File: config.mk
export PLATFORM = sky130hd
export DESIGN_NAME = irq_accept
export DESIGN_NICKNAME = d
export VERILOG_FILES = /design/src/rtl/irq_accept_pkg.sv /design/src/rtl/irq_nmi_latch.sv /design/src/rtl/irq_enable_ctrl.sv /design/src/rtl/irq_vector_former.sv /design/src/rtl/irq_accept.sv
export SDC_FILE = /design/constraint.sdc
export NUM_CORES = 1
export LEC_CHECK = 0
export BUFFER_PORTS_ARGS = -buffer_cell sky130_fd_sc_hd__buf_4
export CORE_ASPECT_RATIO = 0.7
export CORE_MARGIN = 2
export CORE_UTILIZATION = 40
export CTS_CLUSTER_DIAMETER = 40
export CTS_CLUSTER_SIZE = 14
export DETAILED_ROUTE_END_ITERATION = 7
export PLACE_DENSITY = 0.71
export SLEW_MARGIN = 20
export SYNTH_ARGS = -nofsm -noshare
export SYNTH_HDL_FRONTEND = slang
export SYNTH_SLANG_ARGS = --single-unit
export TNS_END_PERCENT = 100
File: constraint.sdc
create_clock -name clk -period 1.2 [get_ports clk]
set_input_delay 0 -clock clk [delete_from_list [all_inputs] [get_ports clk]]
set_output_delay 0 -clock clk [all_outputs]
set_load 0.05 [all_outputs]
File: src/rtl/irq_accept_pkg.sv
package irq_accept_pkg;

  typedef enum logic [1:0] {
    IMODE_ZERO = 2'd0,
    IMODE_ONE  = 2'd1,
    IMODE_TWO  = 2'd2,
    IMODE_RSVD = 2'd3
  } imode_e;

  typedef enum logic {
    PH_IDLE = 1'b0,
    PH_ACK  = 1'b1
  } phase_e;

  // restart opcode layout: two ones, 3-bit target field, three ones
  localparam int RST_FIELD_LO = 3;
  localparam int RST_FIELD_W  = 3;

  function automatic logic is_rst_opcode(input logic [7:0] b);
    return (b[7:6] == 2'b11) && (b[2:0] == 3'b111);
  endfunction

endpackage

File: src/rtl/irq_nmi_latch.sv
module irq_nmi_latch (
  input  logic clk,
  input  logic rst_n,
  input  logic pin_n,
  input  logic taken,
  output logic pending
);
  logic prev_q;
  logic fall;

  assign fall = prev_q & ~pin_n;

  always_ff @(posedge clk) begin
    if (!rst_n) begin
      prev_q  <= 1'b1;
      pending <= 1'b0;
    end else begin
      prev_q <= pin_n;
      if (fall)
        pending <= 1'b1;
      else if (taken)
        pending <= 1'b0;
    end
  end

  // a request only appears after the pin went from high to low
  p_edge_only_r1: assert property (@(posedge clk) disable iff (!rst_n)
    $rose(pending) |-> $past(prev_q && !pin_n));

endmodule

File: src/rtl/irq_enable_ctrl.sv
module irq_enable_ctrl (
  input  logic clk,
  input  logic rst_n,
  input  logic ei,
  input  logic di,
  input  logic nmi_ret,
  input  logic boundary,
  input  logic nmi_acc,
  input  logic int_acc,
  output logic iff1,
  output logic iff2,
  output logic ei_window
);
  logic s1, s2;
  logic n1, n2;

  // strobes first, then the effect of an acceptance at this boundary
  always_comb begin
    s1 = iff1;
    s2 = iff2;
    if (di) begin
      s1 = 1'b0;
      s2 = 1'b0;
    end else if (ei) begin
      s1 = 1'b1;
      s2 = 1'b1;
    end else if (nmi_ret) begin
      s1 = iff2;
    end
    n1 = s1;
    n2 = s2;
    if (nmi_acc) begin
      n2 = s1;
      n1 = 1'b0;
    end else if (int_acc) begin
      n1 = 1'b0;
      n2 = 1'b0;
    end
  end

  always_ff @(posedge clk) begin
    if (!rst_n) begin
      iff1      <= 1'b0;
      iff2      <= 1'b0;
      ei_window <= 1'b0;
    end else begin
      iff1 <= n1;
      iff2 <= n2;
      if (di || boundary)
        ei_window <= 1'b0;
      else if (ei)
        ei_window <= 1'b1;
    end
  end

  // disable empties both flip-flops
  p_di_clears_r4: assert property (@(posedge clk) disable iff (!rst_n)
    di |=> (!iff1 && !iff2));

  // enable fills both unless an acceptance happens at the same time
  p_ei_sets_r4: assert property (@(posedge clk) disable iff (!rst_n)
    (ei && !di && !nmi_acc && !int_acc) |=> (iff1 && iff2));

  // non-maskable acceptance saves IFF1 in IFF2
  p_nmi_save_r7: assert property (@(posedge clk) disable iff (!rst_n)
    (nmi_acc && !di && !ei && !nmi_ret) |=> (!iff1 && (iff2 == $past(iff1))));

  // return restores IFF1 from IFF2
  p_ret_restore_r7: assert property (@(posedge clk) disable iff (!rst_n)
    (nmi_ret && !di && !ei && !nmi_acc && !int_acc) |=> (iff1 == $past(iff2)));

endmodule

File: src/rtl/irq_vector_former.sv
module irq_vector_former
  import irq_accept_pkg::*;
#(
  parameter int ADDR_W       = 16,
  parameter int DATA_W       = 8,
  parameter logic [ADDR_W-1:0] FIXED_VECTOR = 16'h0038
) (
  input  imode_e            mode,
  input  logic [DATA_W-1:0] ireg,
  input  logic [DATA_W-1:0] dev_byte,
  output logic [ADDR_W-1:0] vec,
  output logic              tbl,
  output logic              ok
);
  localparam int TBL_W = 2 * DATA_W;
  localparam int RST_SH = RST_FIELD_W; // target field times eight

  logic [TBL_W-1:0]  tbl_addr;
  logic [ADDR_W-1:0] rst_addr;

  assign tbl_addr = {ireg, dev_byte[DATA_W-1:1], 1'b0};
  assign rst_addr = ADDR_W'({dev_byte[RST_FIELD_LO +: RST_FIELD_W], {RST_SH{1'b0}}});

  always_comb begin
    vec = FIXED_VECTOR;
    tbl = 1'b0;
    ok  = 1'b1;
    unique case (mode)
      IMODE_ZERO: begin
        ok  = is_rst_opcode(dev_byte[7:0]);
        vec = rst_addr;
      end
      IMODE_TWO: begin
        vec = ADDR_W'(tbl_addr);
        tbl = 1'b1;
      end
      default: begin
        vec = FIXED_VECTOR;
      end
    endcase
  end

endmodule

File: src/rtl/irq_accept.sv
module irq_accept
  import irq_accept_pkg::*;
#(
  parameter int ADDR_W = 16,
  parameter int DATA_W = 8,
  parameter logic [ADDR_W-1:0] NMI_VECTOR   = 16'h0066,
  parameter logic [ADDR_W-1:0] FIXED_VECTOR = 16'h0038
) (
  input  logic              clk,
  input  logic              rst_n,
  input  logic              nmi_n,
  input  logic              int_n,
  input  logic              insn_end,
  input  logic              ei_stb,
  input  logic              di_stb,
  input  logic              nmi_ret_stb,
  input  logic              mode_wr,
  input  logic [1:0]        mode_sel,
  input  logic [DATA_W-1:0] ireg,
  input  logic [DATA_W-1:0] ack_data,
  output logic              take_o,
  output logic [ADDR_W-1:0] vec_o,
  output logic              vec_tbl_o,
  output logic              ack_o,
  output logic              bad_o,
  output logic [1:0]        iff_o
);
  phase_e phase_q;
  imode_e mode_q;
  logic   busy;
  logic   nmi_pend;
  logic   iff1, iff2, ei_window;
  logic   nmi_acc, int_acc;
  logic [ADDR_W-1:0] fv_vec;
  logic   fv_tbl, fv_ok;

  assign busy  = (phase_q == PH_ACK);
  assign ack_o = busy;
  assign iff_o = {iff2, iff1};

  assign nmi_acc = insn_end && !busy && nmi_pend;
  assign int_acc = insn_end && !busy && !nmi_pend && !int_n &&
                   iff1 && !ei_window && !ei_stb && !di_stb;

  irq_nmi_latch u_nmi (
    .clk     (clk),
    .rst_n   (rst_n),
    .pin_n   (nmi_n),
    .taken   (nmi_acc),
    .pending (nmi_pend)
  );

  irq_enable_ctrl u_en (
    .clk       (clk),
    .rst_n     (rst_n),
    .ei        (ei_stb),
    .di        (di_stb),
    .nmi_ret   (nmi_ret_stb),
    .boundary  (insn_end),
    .nmi_acc   (nmi_acc),
    .int_acc   (int_acc),
    .iff1      (iff1),
    .iff2      (iff2),
    .ei_window (ei_window)
  );

  irq_vector_former #(
    .ADDR_W       (ADDR_W),
    .DATA_W       (DATA_W),
    .FIXED_VECTOR (FIXED_VECTOR)
  ) u_vec (
    .mode     (mode_q),
    .ireg     (ireg),
    .dev_byte (ack_data),
    .vec      (fv_vec),
    .tbl      (fv_tbl),
    .ok       (fv_ok)
  );

  always_ff @(posedge clk) begin
    if (!rst_n) begin
      phase_q   <= PH_IDLE;
      mode_q    <= IMODE_ZERO;
      take_o    <= 1'b0;
      bad_o     <= 1'b0;
      vec_o     <= '0;
      vec_tbl_o <= 1'b0;
    end else begin
      take_o <= 1'b0;
      bad_o  <= 1'b0;
      if (mode_wr && (mode_sel != IMODE_RSVD))
        mode_q <= imode_e'(mode_sel);
      unique case (phase_q)
        PH_IDLE: begin
          if (nmi_acc) begin
            take_o    <= 1'b1;
            vec_o     <= NMI_VECTOR;
            vec_tbl_o <= 1'b0;
          end else if (int_acc) begin
            phase_q <= PH_ACK;
          end
        end
        default: begin
          phase_q <= PH_IDLE;
          if (fv_ok) begin
            take_o    <= 1'b1;
            vec_o     <= fv_vec;
            vec_tbl_o <= fv_tbl;
          end else begin
            bad_o <= 1'b1;
          end
        end
      endcase
    end
  end

  // a pending non-maskable request wins the boundary
  p_nmi_first_r2: assert property (@(posedge clk) disable iff (!rst_n)
    (insn_end && !busy && nmi_pend) |=> (take_o && (vec_o == NMI_VECTOR) && !ack_o));

  // every acknowledge resolves to exactly one outcome
  p_ack_resolves_r6: assert property (@(posedge clk) disable iff (!rst_n)
    ack_o |=> (take_o != bad_o));

  // no acknowledge for a boundary that coincides with an enable
  p_ei_grace_r5: assert property (@(posedge clk) disable iff (!rst_n)
    (insn_end && ei_stb && !busy && !nmi_pend) |=> !ack_o);

  // boundaries during acknowledge start nothing new
  p_busy_ignore_r13: assert property (@(posedge clk) disable iff (!rst_n)
    (busy && insn_end) |=> !ack_o);

  // mode 1 always lands on the fixed address
  p_fixed_r10: assert property (@(posedge clk) disable iff (!rst_n)
    (ack_o && (mode_q == IMODE_ONE)) |=> (take_o && (vec_o == FIXED_VECTOR) && !vec_tbl_o));

  // table addresses are even
  p_table_even_r11: assert property (@(posedge clk) disable iff (!rst_n)
    (take_o && vec_tbl_o) |-> !vec_o[0]);

endmodule

==> metrics.md <==
| Metric | Value |
|---|---|
| Port Buffers | 47 |
| Peak per-stage delay on the critical path | ~0.38 ns |
| Max Fclk | ~0.84 GHz |
| Post-DRT Antenna Nets | 0 |
| Commonest non-fill, non-tap cell in the layout | buf_4 |
| H-tree levels | 1 |
| Pwr/cell area | 1078 nW/um^2 |
| DRT iter0 DRCs | a little under 80 |
| Clock Sinks | 26 |
| DP HPWL | 1.968 mm |
| Area Overhead vs Synth | 58.01% |
| Die width | 65.38 um |
| Post-synth EDFFs | 0 |
| Critical path class | reg2reg |
| Number of buffers created by CTS | 3 |
| Fin crit share | 0.9953 |
| Unique cell type count in the Yosys netlist | 39 |
| Synth Flop Type | dfxtp_1 |
| Largest net degree at the start of global routing | 19 |
| Fillers | between 150 and 200 |
| Final wirelength | approximately 2.8 mm |
| Die Area | just over 3000 um^2 |
| Worst Path Required | ~1.4 ns |
| Initial antenna violation count | 0 |
| Synth warn | 0 |
| Clock power share | 0.354 |
| Hold WC Path Type | in2reg |
| Syn nets | 129 |
| Cells after synthesis | about 100 |
| TritonCTS clock tree | built |
| Number of global-route vias before repair | roughly 940 |
| Min Clock Period, post-route | about 1.2 ns |
| Sw Share | 0.2326 |
| FFs w/ async S/R, synth | 0 |
| Endpoint class of the critical path | register |
| Placement Cell Area | about 1400 um^2 |
| Max-cap violations | 0 |
| Final Hold Viols | 0 |
| Syn avg cell area | just over 10 um^2 |
| Largest registers | vec_o x15, mode_q x2 |
| Worst Path Arrival | around 1.4 ns |
| RSZ-0062 raised after global routing | yes |
| # setup viols final | 0 |
| Final nets | between 150 and 200 |
| Gr ovfl total | 0 |
| Average wire per standard cell | 14.08 um |
| Leak pwr | roughly 0.8 nW |
| Dpl cells | around 180 |
| Clock Path Buffers | 2 |
| Multi-input logic area | 450.4 um^2 |
| TritonRoute pass-1 iters | 4 |
| Core ar. | between 2000 and 2500 um^2 |
| Largest reg by FF count | vec_o |
| P_sw | 0.4181 mW |
| Chip height | between 40 and 50 um |
| Root Driver | clkbuf_8 |
| Internal power | between 1 and 1.5 mW |
| Row count | 15 |
| Initial Utilization | 0.4258 |
| Tot GR Track Use | 0.1912 |
| Hold Path Stages | 3 |
| Crit Path Max Fanout | 17 |
| CP max stage cell | dfxtp_4 |
| Largest register FFs | 15 |
| Register share of total power | 0.500 |
| Crit path cell chain | inv_2 -> o31a_1 -> buf_12 -> a32o_1 |
| Post-synthesis cell area | approximately 1100 um^2 |
| Cell count along the critical path | 4 |
| Fraction of final layout cells sized beyond drive strength 1 | 0.4085 |
| Via density | 5.056 |
| Final GP Congestion | 0.7627 |
| Max-slew violations | 0 |
| Outcome | complete, no violations |
| Hold Path Origin | ack_data[5] |
| Crit-path leading delay family | compound AO/OA/AOI/OAI gates |
| Reg area | 525.5 um^2 |
| Top Ports | 49 |
| Gate power share | 0.146 |
| Later-pin clock latency in the skew report | between 0.2 and 0.3 ns |
| Launching point of the worst reg2reg path | ack_o$_SDFF_PP0_ |
| Hold Path End | vec_o[5]$_SDFFE_PN0P_ |
| RR Endpoint | vec_o[15]$_SDFFE_PN0P_ |
| Antenna Diode Count | 0 |
| Flops & latches, synth | 26 |
| Layout Cells excl Fill | around 200 |
| Buf/Inv on CP | 2 |
| Worst reg2reg path depth | 4 |
| First-pass GRT wire length | about 4.3 mm |
| Commonest cells after routing, fill and taps aside | buf_4, dfxtp_1, dlygate4sd3_1 |
| Fin area | roughly 1700 um^2 |
| Routed vias | 1001 |
| Drt drc | 0 |
| Clk_skew | 0.006037 ns |
| Sequential area share after synthesis | 0.4935 |
| Worst-path clk slew | approximately 0.09 ns |
| Worst setup SP type | register |
| Reg2Reg Setup Slack | between 0.005 and 0.006 ns |
| Peak supply drop | just over 0.8 mV |
-- stage by stage --
| stage | total power [mW] | setup TNS, ns | utilization | hold WS (ns) | worst slack [ns] |
|---|---|---|---|---|---|
| after floorplan | 1.034 | -1.263 | - | 0.07615 | -0.1373 |
| after global placement | 1.131 | -0.06745 | 0.5778 | 0.1904 | -0.008372 |
| after detailed placement | 1.139 | -0.7097 | 0.5778 | 0.1989 | -0.09976 |
| after CTS | 1.794 | -0.01433 | 0.6606 | 0.002942 | -0.008920 |
| after global routing | 1.860 | -0.3047 | 0.6727 | 0.006233 | -0.04072 |
| final | 1.797 | 0 | 0.6727 | 0.005303 | 0.005643 |
-- cells by family after synthesis --
kind of cell,count (synthesis),synth area share
compound gates,25,0.1946
flops,26,0.4935
mux,6,0.05694
buf+inv,14,0.08658
other cells,1,0.003555
simple gates,30,0.1649
-- what timing repair did --
item | in CTS | in global routing
setup buffers | 0 | 1
pin swaps | 0 | 1
endpoints found under the setup margin | 16 | 17
gates resized for setup | 3 | 1
hold buffers | 13 | 1
endpoints found under the hold margin | 13 | 1
-- layout make-up --
cell class | count | area share
inverters | 5 | 0.01126
multi-input cells | 62 | 0.2703
flip-flops and latches | 26 | 0.3153
well taps | 34 | 0.02553
clock buffers | 4 | 0.03979
repair buffers | 67 | 0.3378
-- power groups by stage --
stage | combinational, mW | clock (mW) | sequential, mW
6_report | 0.262 | 0.636 | 0.898
5_1_grt | 0.282 | 0.677 | 0.901
4_1_cts | 0.258 | 0.639 | 0.898
3_5_place_dp | 0.222 | 0 | 0.917
3_3_place_gp | 0.216 | 0 | 0.915
2_1_floorplan | 0.0924 | 0 | 0.942
-- worst min-delay path: stages --
cell     delay [ns]
buf_4          0.08
o31ai_1        0.05
mux2i_1        0.11
-- routing by layer --
metal	global-route usage	up-vias	wire (um)
li1	-	497	-
met1	0.2393	469	1223
met2	0.3388	33	1388
met3	0.05036	2	154
met4	0.05000	0	21
met5	0	-	0
-- Yosys cell counts, types with 2 or more instances --
library cell   n  area, um^2
mux2i_1        6       60.06
o221a_2        2       22.52
dfxtp_1       26       520.5
and2_1         2       12.51
buf_2          2       10.01
buf_4          3       22.52
nor2_1         6       22.52
inv_1          4       15.01
o21ai_0        6       30.03
a32o_1         9       90.09
nor2b_1        2       12.51
nand2_1        6       22.52
nand3_1        2       10.01
-- worst max path at each step --
stage	start	end	slack, ns
after floorplan	ack_o$_SDFF_PP0_	vec_o[10]$_SDFFE_PN0P_	-0.14
after global placement	ack_o$_SDFF_PP0_	vec_o[13]$_SDFFE_PN0P_	-0.008
after detailed placement	ack_o$_SDFF_PP0_	vec_o[12]$_SDFFE_PN0P_	-0.1
after CTS	ack_o$_SDFF_PP0_	vec_o[12]$_SDFFE_PN0P_	-0.009
after global routing	ack_o$_SDFF_PP0_	vec_o[13]$_SDFFE_PN0P_	-0.04
final	ack_o$_SDFF_PP0_	vec_o[15]$_SDFFE_PN0P_	0.006
Power figures use the tool's default switching activity.
